**src/rtl/lcu_pkg.sv**
```systemverilog
package lcu_pkg;
  typedef enum logic [0:0] {
    OP_SCAN = 1'b0,
    OP_NORM = 1'b1
  } lcu_op_e;
endpackage

```
**src/rtl/lcu_hit_vec.sv**
```systemverilog
// Builds a vector whose highest set bit marks where counting stops.
module lcu_hit_vec
  import lcu_pkg::*;
#(
  parameter int W = 32
) (
  input  lcu_op_e        op,
  input  logic           pol,
  input  logic [W-1:0]   data,
  output logic [W-1:0]   hit
);
  logic [W-1:0] scan_hit;
  logic [W-1:0] norm_hit;

  // Normalize mode: bit i of the vector flags data[i-1] differing from the sign.
  // Bit 0 is a fixed stop, so a word whose bits all equal yields W-1.
  assign norm_hit[0] = 1'b1;

  for (genvar i = 0; i < W; i++) begin : g_scan
    assign scan_hit[i] = (data[i] == pol);
  end

  for (genvar i = 1; i < W; i++) begin : g_norm
    assign norm_hit[i] = data[i-1] ^ data[W-1];
  end

  assign hit = (op == OP_NORM) ? norm_hit : scan_hit;
endmodule

```
**src/rtl/lcu_lead_count.sv**
```systemverilog
// Counts the zero bits above the highest set bit; W when none is set.
module lcu_lead_count #(
  parameter int W  = 32,
  parameter int CW = $clog2(W + 1)
) (
  input  logic [W-1:0]  vec,
  output logic [CW-1:0] cnt
);
  always_comb begin
    cnt = CW'(W);
    for (int i = 0; i < W; i++) begin
      if (vec[i]) cnt = CW'(W - 1 - i);
    end
  end
endmodule

```
**src/rtl/lead_count_unit.sv**
```systemverilog
module lead_count_unit
  import lcu_pkg::*;
#(
  parameter int W  = 32,
  parameter int CW = $clog2(W + 1)
) (
  input  logic          clk,
  input  logic          rst,
  input  logic          in_valid,
  input  logic          in_op,
  input  logic [W-1:0]  in_sel,
  input  logic [W-1:0]  in_data,
  output logic          out_valid,
  output logic [CW-1:0] out_count
);
  lcu_op_e       op;
  logic [W-1:0]  hit;
  logic [CW-1:0] cnt_d;
  logic          unused_sel_hi;

  assign op            = lcu_op_e'(in_op);
  assign unused_sel_hi = ^in_sel[W-1:1];

  lcu_hit_vec #(.W(W)) u_hit (
    .op   (op),
    .pol  (in_sel[0]),
    .data (in_data),
    .hit  (hit)
  );

  lcu_lead_count #(.W(W), .CW(CW)) u_cnt (
    .vec (hit),
    .cnt (cnt_d)
  );

  always_ff @(posedge clk) begin
    if (rst) begin
      out_valid <= 1'b0;
      out_count <= '0;
    end else begin
      out_valid <= in_valid;
      if (in_valid) out_count <= cnt_d;
    end
  end
endmodule

```
**config.mk**
```make
export PLATFORM = sky130hd
export DESIGN_NAME = lead_count_unit
export DESIGN_NICKNAME = d
export VERILOG_FILES = /design/src/rtl/lcu_pkg.sv /design/src/rtl/lcu_hit_vec.sv /design/src/rtl/lcu_lead_count.sv /design/src/rtl/lead_count_unit.sv
export SDC_FILE = /design/constraint.sdc
export NUM_CORES = 1
export LEC_CHECK = 0
export BUFFER_PORTS_ARGS = -buffer_cell sky130_fd_sc_hd__buf_2
export CAP_MARGIN = 15
export CORE_MARGIN = 5
export CORE_UTILIZATION = 45
export DETAILED_ROUTE_END_ITERATION = 16
export GPL_TIMING_DRIVEN = 0
export PLACE_DENSITY = 0.79
export SYNTH_ARGS = -nofsm -noshare
export SYNTH_HDL_FRONTEND = slang
export SYNTH_SLANG_ARGS = --single-unit
```
**constraint.sdc**
```tcl
create_clock -name clk -period 2.29 [get_ports clk]
set_clock_uncertainty 0.2 [all_clocks]
set_input_delay 0.3435 -clock clk [delete_from_list [all_inputs] [get_ports clk]]
set_output_delay 0.3435 -clock clk [all_outputs]
set_load 0.01 [all_outputs]
```
# Word-level counts from Yosys, hierarchy flattened
# Cells that the tools add are included.
[word_totals] wordCells=98 regBits=7 input_bits=68
[op_classes] n_bitwise=31 n_eq_ne=32 muxes=33
[ops] cell="6-bit 2-to-1 mux" n=32
[ops] cell="1-bit equality test" n=32
[ops] cell="32-bit 2-to-1 mux" n=1
[ops] cell="1-bit XOR" n=31

# Longest topological paths before layout
# Gate-level depths: netlist of run 1.
[logic_depth] depth_word=34 depth_mapped=10

# Modules after synthesis
# From an unflattened synthesis of run 1, not the netlist that was laid out.
[hier_totals] cells_unflattened=226 hier_area_um2=1570.3
[modules_own_cells] mod="lcu_hit_vec" cells_each=140 instances=1 area_each_um2=962.2 seq_area_each_um2=0.0
[modules_own_cells] mod="lcu_lead_count" cells_each=65 instances=1 area_each_um2=367.9 seq_area_each_um2=0.0
[modules_own_cells] mod="lead_count_unit" cells_each=21 instances=1 area_each_um2=240.2 seq_area_each_um2=140.1

# Worst setup path before layout of run 1
# OpenSTA, ideal clock, no wires.
[synth_timing] path_type="input port to flip-flop" from="input port in_data[31]" to="register out_count[4]" t_arrival_ps=1915 setup_slack_ps=109 path_buffers=2 setup_time_ps=66 required_ps=2024 stages=8 cell_sequence="buf_6 > buf_6 > or3_4 > a31oi_2 > nand2_2 > nor3_2 > or3b_1 > a21oi_2"
[synth_between] elab_chain_len=33
[synth_lines] item="start: declaration" line_no="lead_count_unit.sv:12" text="input logic [W-1:0] in_data,"
[synth_lines] item="1-bit XOR" line_no="lcu_hit_vec.sv:24" text="assign norm_hit[i] = data[i-1] ^ data[W-1];"
[synth_lines] item="32-bit 2-to-1 mux (*)" line_no="lcu_hit_vec.sv:27" text="assign hit = (op == OP_NORM) ? norm_hit : scan_hit;"
[synth_lines] item="6-bit 2-to-1 mux (30 in a row)" line_no="lcu_lead_count.sv:12" text="if (vec[i]) cnt = CW'(W - 1 - i);"
[synth_lines] item="6-bit 2-to-1 mux (*)" line_no="lcu_lead_count.sv:12"
[synth_lines] item="end signal: assignment" line_no="lead_count_unit.sv:42" text="if (in_valid) out_count <= cnt_d;"
[synth_lines] item="end: declaration" line_no="lead_count_unit.sv:14" text="output logic [CW-1:0] out_count"
# Every way passes the cells marked *; elsewhere a longest branch is shown, timed or not.
# A chain may end at the register's enable or synchronous reset.

# Worst setup path in the final report of run 1
# Ends and elaborated chain as after synthesis.

==> results of run 1 <==
kinds of logic (layout without fill, tap and decap cells):
logic type / Yosys count / in the layout / share of synthesized area (%)
AND/OR/NAND/NOR: 135 / 135 / 40.2
buffers and inverters: 37 / 74 / 9.29
XOR/XNOR: 5 / 5 / 2.44
AO/OA/AOI/OAI: 93 / 93 / 36.0
flip-flops: 7 / 7 / 7.82
multiplexers: 4 / 4 / 4.33
Yosys cell counts, drive strengths merged (3+ instances only):
master	instances	area, um2
buf	13	76.3
nand2b	11	68.8
dfxtp	7	140
or3	12	80.1
inv	13	48.8
a311oi	4	35.0
a31oi	8	56.3
nor2	23	86.3
o211a	3	30.0
a21oi	21	109
and3	3	18.8
o21ai	15	75.1
o21a	3	22.5
nor3	7	40.0
nand3	23	115
or3b	3	26.3
and2	5	31.3
o211ai	5	37.5
clkbuf	11	41.3
o22ai	4	25.0
nand2	23	88.8
nor2b	18	113
xnor2	3	26.3
mux4	3	67.6
a211oi	8	60.1
a221oi	7	61.3
path summary, 6_finish.rpt:
kind	startpoint	to	slack, ns
max	in_data[31]	out_count[4]	0.12
min	rst	out_count[4]	0.17
max reg2reg	out_count[1]	out_count[1]	1.02
min reg2reg	out_count[5]	out_count[5]	0.26
final cells by class:
cell class                 count  share of cell area [%]
sequential                     7                    6.72
timing repair buffer          33                    7.92
tap                           50                    3.00
clock buffer                   4                    2.16
inverter                      13                    2.34
multi-input combinational    237                    71.5
buffer                        24                    6.36
routing by layer:
metal	up-vias	wire length [um]	global-route usage [%]
li1	1130	-	-
met1	1030	2300	26.1
met2	110	2470	34.4
met3	8	523	2.75
met4	0	48	2.87
met5	-	0	0
critical path, cell delays in order:
cell and delay, ns:
buf_6 0.10, buf_2 0.22, buf_2 0.26, nand3_1 0.10, a31oi_1 0.27, and2_1 0.22
nand2_1 0.08, or3b_1 0.41, a21oi_2 0.11
registers in the layout, indices dropped and copies added, names as in the netlist:
name       cells
out_count      6
out_valid      1
layout by cell type, fill, tap and decap left out, drive strengths merged, types with 4 or more instances in the layout:
| master | instances |
|---|---|
| a221oi | 7 |
| o21ai | 15 |
| nor2b | 18 |
| o22ai | 4 |
| clkbuf | 18 |
| or3 | 12 |
| inv | 13 |
| buf | 43 |
| nor3 | 7 |
| a211oi | 8 |
| dfxtp | 7 |
| and2 | 5 |
| a31oi | 8 |
| a311oi | 4 |
| o211ai | 5 |
| nand2 | 23 |
| nor2 | 23 |
| a21oi | 21 |
| nand3 | 23 |
| nand2b | 11 |
repair_timing:
action	4_1_cts	5_1_grt
hold buffers	0	0
endpoints found under the setup margin	2	2
pin swaps	0	1
resized for setup	3	8
setup buffers	0	0
power breakdown:
| group | leakage [nW] | switching (W) | internal, W |
|---|---|---|---|
| sequential | 0.0568 | 0.00000115 | 0.000126 |
| clock | 0.0228 | 0.0000480 | 0.000120 |
| combinational | 0.734 | 0.000200 | 0.000134 |
through the flow:
step / cells / setup TNS [ns] / worst slack, ns / util [%] / power (W)
global route: 368 / 0 / 0.00468 / 52.9 / 0.000681
floorplan: 281 / 0 / 0.109 / - / 0.000347
detailed placement: 364 / -0.704 / -0.297 / 51.2 / 0.000453
global placement: 364 / -0.533 / -0.257 / 51.2 / 0.000443
finish: 368 / 0 / 0.122 / 52.9 / 0.000628
CTS: 368 / 0 / 0.0361 / 52.5 / 0.000624
==> impl_metrics.py, run 1 <==
metrics = {
    "timing": {
        "timing_hold_violations_final": 0,
        "finalCritPeriodShare_pct": 94.7,
        "maxSlewViolCount": 0,
        "whs_ns": 0.172,
        "setup_viol": 0,
        "period_needed_ns": 2.17,
        "worstMarginPinSlew_ns": 0.450,
        "slew_headroom_pct": 70.0,
        "rsz0062_at_grt": "no",
        "clock.fmax_mhz": 461,
    },
    "hold_path": {
        "whs_path_depth": 2,
        "min_path_type": "in -> reg",
    },
    "cells_and_area": {
        "antenna_cells": 0,
        "nNetsFinal": 387,
        "area_growth_pct": 16.3,
        "finish.instance_area_mm2": 0.00208,
        "nFillCells": 424,
        "regArea_um2": 140,
        "post_route_cells_drive_above_1_share_pct": 19.2,
        "multi_input_area_mm2": 0.00149,
    },
    "floorplan": {
        "ioPinCount": 75,
        "die_h_um": 73.1,
        "dieArea_mm2": 0.00534,
        "core_area_mm2": 0.00394,
        "start_util_pct": 45.4,
        "die_w_um": 73.1,
        "num_rows": 23,
    },
    "critical_path": {
        "start_kind": "input port",
        "ff2ff_path_depth": 4,
        "critPathMaxFanout": 10,
        "critPathKind": "in -> reg",
        "crit_required_ns": 2.25,
        "crit_path_end_kind": "register",
        "crit_arrival_ns": 2.12,
    },
    "placement": {
        "placed_area_mm2": 0.00202,
        "io_buffers": 33,
        "gp_congestion": 0.885,
        "dp_hpwl_um": 4170,
    },
    "clock_tree": {
        "cts_max_path_buffers": 2,
        "root_buffer": "clkbuf_8",
        "cts_tree": "built",
        "htreeDepth": 1,
        "cts_inserted_buffers": 3,
        "clkSlewWorstSetupHoldPaths_ns": 0.04,
        "clock_latency_ns": 0.22,
        "cts.sink_count": 7,
    },
    "drt": {
        "routedWlPerCell_um": 14.5,
        "first_iter_violations": 225,
        "vias": 2278,
        "drt_first_pass_iters": 7,
        "drt_wl_total_um": 5340,
        "vias_per_cell": 6.19,
        "drc_errors": 0,
        "postRouteAntennaNets": 0,
    },
    "power": {
        "power_density_mw_per_mm2": 301,
        "vdd_drop_max_mv": 0.172,
        "leakage_nw": 0.813,
    },
    "grt": {
        "grt_usage_pct": 19.7,
        "grt_antenna_before_repair": 0,
        "grt_max_degree": 11,
        "grt_pass1_vias": 2023,
        "grt_overflow_total": 0,
        "grt_pass1_wl_um": 8740,
    },
    "synthesis": {
        "synth_top_flop_cell": "dfxtp_1",
        "netlist_instances": 281,
        "synth_fp_nets": 349,
        "async_flop_share_pct": 0,
        "yosysSeqAreaShare_pct": 7.82,
        "ys_seq_elements": 7,
        "netlist-cell-type-count": 51,
        "synth_edf_count": 0,
        "synth_area_mm2": 0.00179,
        "ys_warn_count": 0,
        "syn_avg_cell_area_um2": 6.38,
    },
    "run_status": {
        "outcome": "complete, no violations",
    },
    "run": {
        "max_cap_violations": 0,
    },
}
(Power assumes the default switching activity.)
==> run 2: changes to the inputs <==
--- a/config.mk
+++ b/config.mk
@@ -5,13 +5,14 @@
 export SDC_FILE = /design/constraint.sdc
 export NUM_CORES = 1
 export LEC_CHECK = 0
+export ABC_AREA = 1
 export BUFFER_PORTS_ARGS = -buffer_cell sky130_fd_sc_hd__buf_2
 export CAP_MARGIN = 15
 export CORE_MARGIN = 5
-export CORE_UTILIZATION = 45
+export CORE_UTILIZATION = 44
 export DETAILED_ROUTE_END_ITERATION = 16
 export GPL_TIMING_DRIVEN = 0
-export PLACE_DENSITY = 0.79
+export PLACE_DENSITY = 0.78
 export SYNTH_ARGS = -nofsm -noshare
 export SYNTH_HDL_FRONTEND = slang
 export SYNTH_SLANG_ARGS = --single-unit
==> impl_metrics.py, run 2 <==
metrics = {
    "cells_and_area": {
        "antenna_cells": 0,
        "post_route_cells_drive_above_1_share_pct": 30.0,
        "final_cell_mix": "nand2_1, nor2_1, buf_2",
        "nFillCells": 366,
        "largest_reg_flops": 6,
        "largestRegisters": "out_count: 6 flops, out_valid: 1 flops",
        "top_register": "out_count",
        "layout_commonest_cell": "nand2_1",
        "nNetsFinal": 456,
        "fin_util_pct": 64.6,
        "area_growth_pct": 40.6,
    },
    "clock_tree": {
        "cts_max_path_buffers": 2,
        "cts_inserted_buffers": 3,
        "htreeDepth": 1,
        "ctsHoldBuffers": 0,
        "cts.sink_count": 7,
        "cts_tree": "built",
        "clock_latency_ns": 0.22,
        "root_buffer": "clkbuf_8",
        "clkSlewWorstSetupHoldPaths_ns": 0.04,
    },
    "critical_path": {
        "path_common_cell": "nand2_1",
        "critPathMaxFanout": 10,
        "crit_path_end_kind": "register",
        "r2r_setup_slack_ns": 1.46,
        "timing.critical_path.buf_inv": 2,
        "cpPeakStageDelay_ns": 0.16,
        "slowest_stage": "buf_6",
        "start_kind": "input port",
        "reg2reg_from": "out_count[3]",
        "worst-path-stages": 35,
        "crit_arrival_ns": 2.45,
        "crit_required_ns": 2.20,
        "reg2reg_to": "out_count[3]",
        "path_delay_family": "simple AND/OR/NAND/NOR gates",
        "critPathKind": "in -> reg",
        "ff2ff_path_depth": 2,
    },
    "power": {
        "p_clk_share_pct": 22.7,
        "vdd_drop_max_mv": 0.153,
        "p_sw_share_pct": 40.2,
        "netSwitchingPower_w": 0.000299,
        "leakage_nw": 1.21,
        "power_density_mw_per_mm2": 310,
        "combPwrFrac_pct": 60.2,
        "seq_power_share_pct": 17.1,
        "internal_power_w": 0.000445,
    },
    "drt": {
        "routedWlPerCell_um": 10.9,
        "first_iter_violations": 86,
        "vias_per_cell": 5.03,
        "drc_errors": 0,
        "wl_met3_um": 212,
        "postRouteAntennaNets": 0,
        "wl_met2_um": 2350,
        "top_layer": "met4",
        "vias": 2188,
        "met1Wirelength_um": 2160,
        "drt_wl_total_um": 4730,
        "drt_first_pass_iters": 4,
    },
    "synthesis": {
        "yosys.area.top_type": "nand2_1",
        "netlist_instances": 331,
        "synth_common_cells": "nand2_1, nor2_1, nand3_1",
        "ys_seq_elements": 7,
        "ys_warn_count": 0,
        "syn_avg_cell_area_um2": 5.16,
        "synth_top_cell_area_share_pct": 26.8,
        "synth_top_flop_cell": "dfxtp_1",
        "synth_most_common_cell": "nand2_1",
        "netlist-cell-type-count": 27,
        "synth_edf_count": 0,
        "synth_fp_nets": 399,
        "synth_area_mm2": 0.00171,
        "synth.area.top_cells": "nand2_1, nor2_1, nand3_1",
        "async_flop_share_pct": 0,
        "yosysSeqAreaShare_pct": 8.21,
    },
    "hold_path": {
        "min_from": "rst",
        "whs_endpoint": "out_count[0]",
        "whs_path_depth": 2,
        "min_path_type": "in -> reg",
    },
    "timing": {
        "whs_ns": 0.174,
        "slew_headroom_pct": 69.7,
        "timing_hold_violations_final": 0,
        "period_needed_ns": 2.53,
        "maxSlewViolCount": 0,
        "clock.fmax_mhz": 395,
        "rsz0062_at_grt": "yes",
        "worstMarginPinSlew_ns": 0.455,
        "worst_slack_ns": -0.243,
        "finalCritPeriodShare_pct": 111,
        "setup_viol": 2,
    },
    "floorplan": {
        "core_area_mm2": 0.00372,
        "num_rows": 22,
        "start_util_pct": 46.0,
        "die_w_um": 72.3,
        "die_h_um": 72.3,
        "ioPinCount": 75,
        "dieArea_mm2": 0.00523,
    },
    "run_status": {
        "outcome": "finished, violations left",
        "violations": "setup timing",
    },
    "run": {
        "max_cap_violations": 0,
    },
    "placement": {
        "io_buffers": 42,
        "dp_hpwl_um": 3440,
        "gp_congestion": 0.833,
    },
    "grt": {
        "grt_overflow_total": 0,
        "grt_usage_pct": 16.5,
        "grt_max_degree": 11,
        "grt_antenna_before_repair": 0,
        "grt_pass1_vias": 1799,
        "grt_pass1_wl_um": 7340,
    },
}
==> run 2: changes by cell type after synthesis, moves of 7 or more <==
cell / delta
o31ai_1: +11
a21oi_1: -15
nor2_1: +41
nor2b_1: -18
or3_1: -11
a211oi_1: -8
inv_1: +14
o31ai_2: +11
nand2_1: +100
nand2b_1: -11
a221oi_1: -7
==> run 2: stage by stage <==
step | worst slack, ns | instances | power [W] | setup TNS [ns] | instance area (um2)
2_1_floorplan | -0.241 | 331 | 0.000396 | -0.241 | 1730
3_3_place_gp | -0.580 | 421 | 0.000484 | -2.31 | 2000
3_5_place_dp | -0.580 | 421 | 0.000490 | -2.43 | 2000
4_1_cts | -0.249 | 428 | 0.000685 | -0.249 | 2130
5_1_grt | -0.538 | 435 | 0.000809 | -0.906 | 2400
6_report | -0.243 | 435 | 0.000745 | -0.300 | 2400
==> run 2: cells by family after synthesis <==
kind of cell              Yosys count  share of synthesized area [%]
AOI/OAI and AO/OA                  45                           22.0
xor gates and xnor gates            7                           3.59
buffers and inverters              49                           13.5
DFF                                 7                           8.20
and+or+nand+nor                   223                           52.7
==> run 2: power groups by stage <==
| stage | clock network (W) | logic (W) | registers, W |
|---|---|---|---|
| 5_1_grt | 0.000185 | 0.000495 | 0.000128 |
| 3_3_place_gp | 0 | 0.000355 | 0.000129 |
| 3_5_place_dp | 0 | 0.000360 | 0.000130 |
| 4_1_cts | 0.000176 | 0.000382 | 0.000128 |
| 2_1_floorplan | 0 | 0.000265 | 0.000131 |
| 6_report | 0.000169 | 0.000448 | 0.000128 |
==> run 2: worst max-delay path by stage <==
stage | end | startpoint | slack (ns)
global placement | out_count[0] | in_data[31] | -0.58
CTS | out_count[0] | in_data[31] | -0.25
floorplan | out_count[0] | in_sel[0] | -0.24
finish | out_count[0] | in_op | -0.24
detailed placement | out_count[0] | in_data[31] | -0.58
global route | out_count[0] | in_op | -0.54
==> run 2: cell type report <==
type / count / area, um2 / area share [%]
Clock buffer: 4 / 45.0 / 1.88
Inverter: 31 / 121 / 5.05
Buffer: 18 / 203 / 8.44
Timing Repair Buffer: 52 / 323 / 13.4
Multi-Input combinational cell: 275 / 1510 / 62.8
Sequential cell: 7 / 140 / 5.84
Tap cell: 48 / 60.1 / 2.50
==> run 2: timing repair <==
item	in CTS	in global routing
cloned	0	1
pin swaps	1	28
setup endpoints to repair	6	6
gates resized for setup	20	51
hold endpoints to repair	0	0
setup buffers	3	6
==> run 2: metal layers <==
layer	GRT usage, %	vias to the layer above
li1	-	1170
met3	2.08	2
met1	22.6	969
met4	2.51	0
met5	0	-
met2	28.1	47
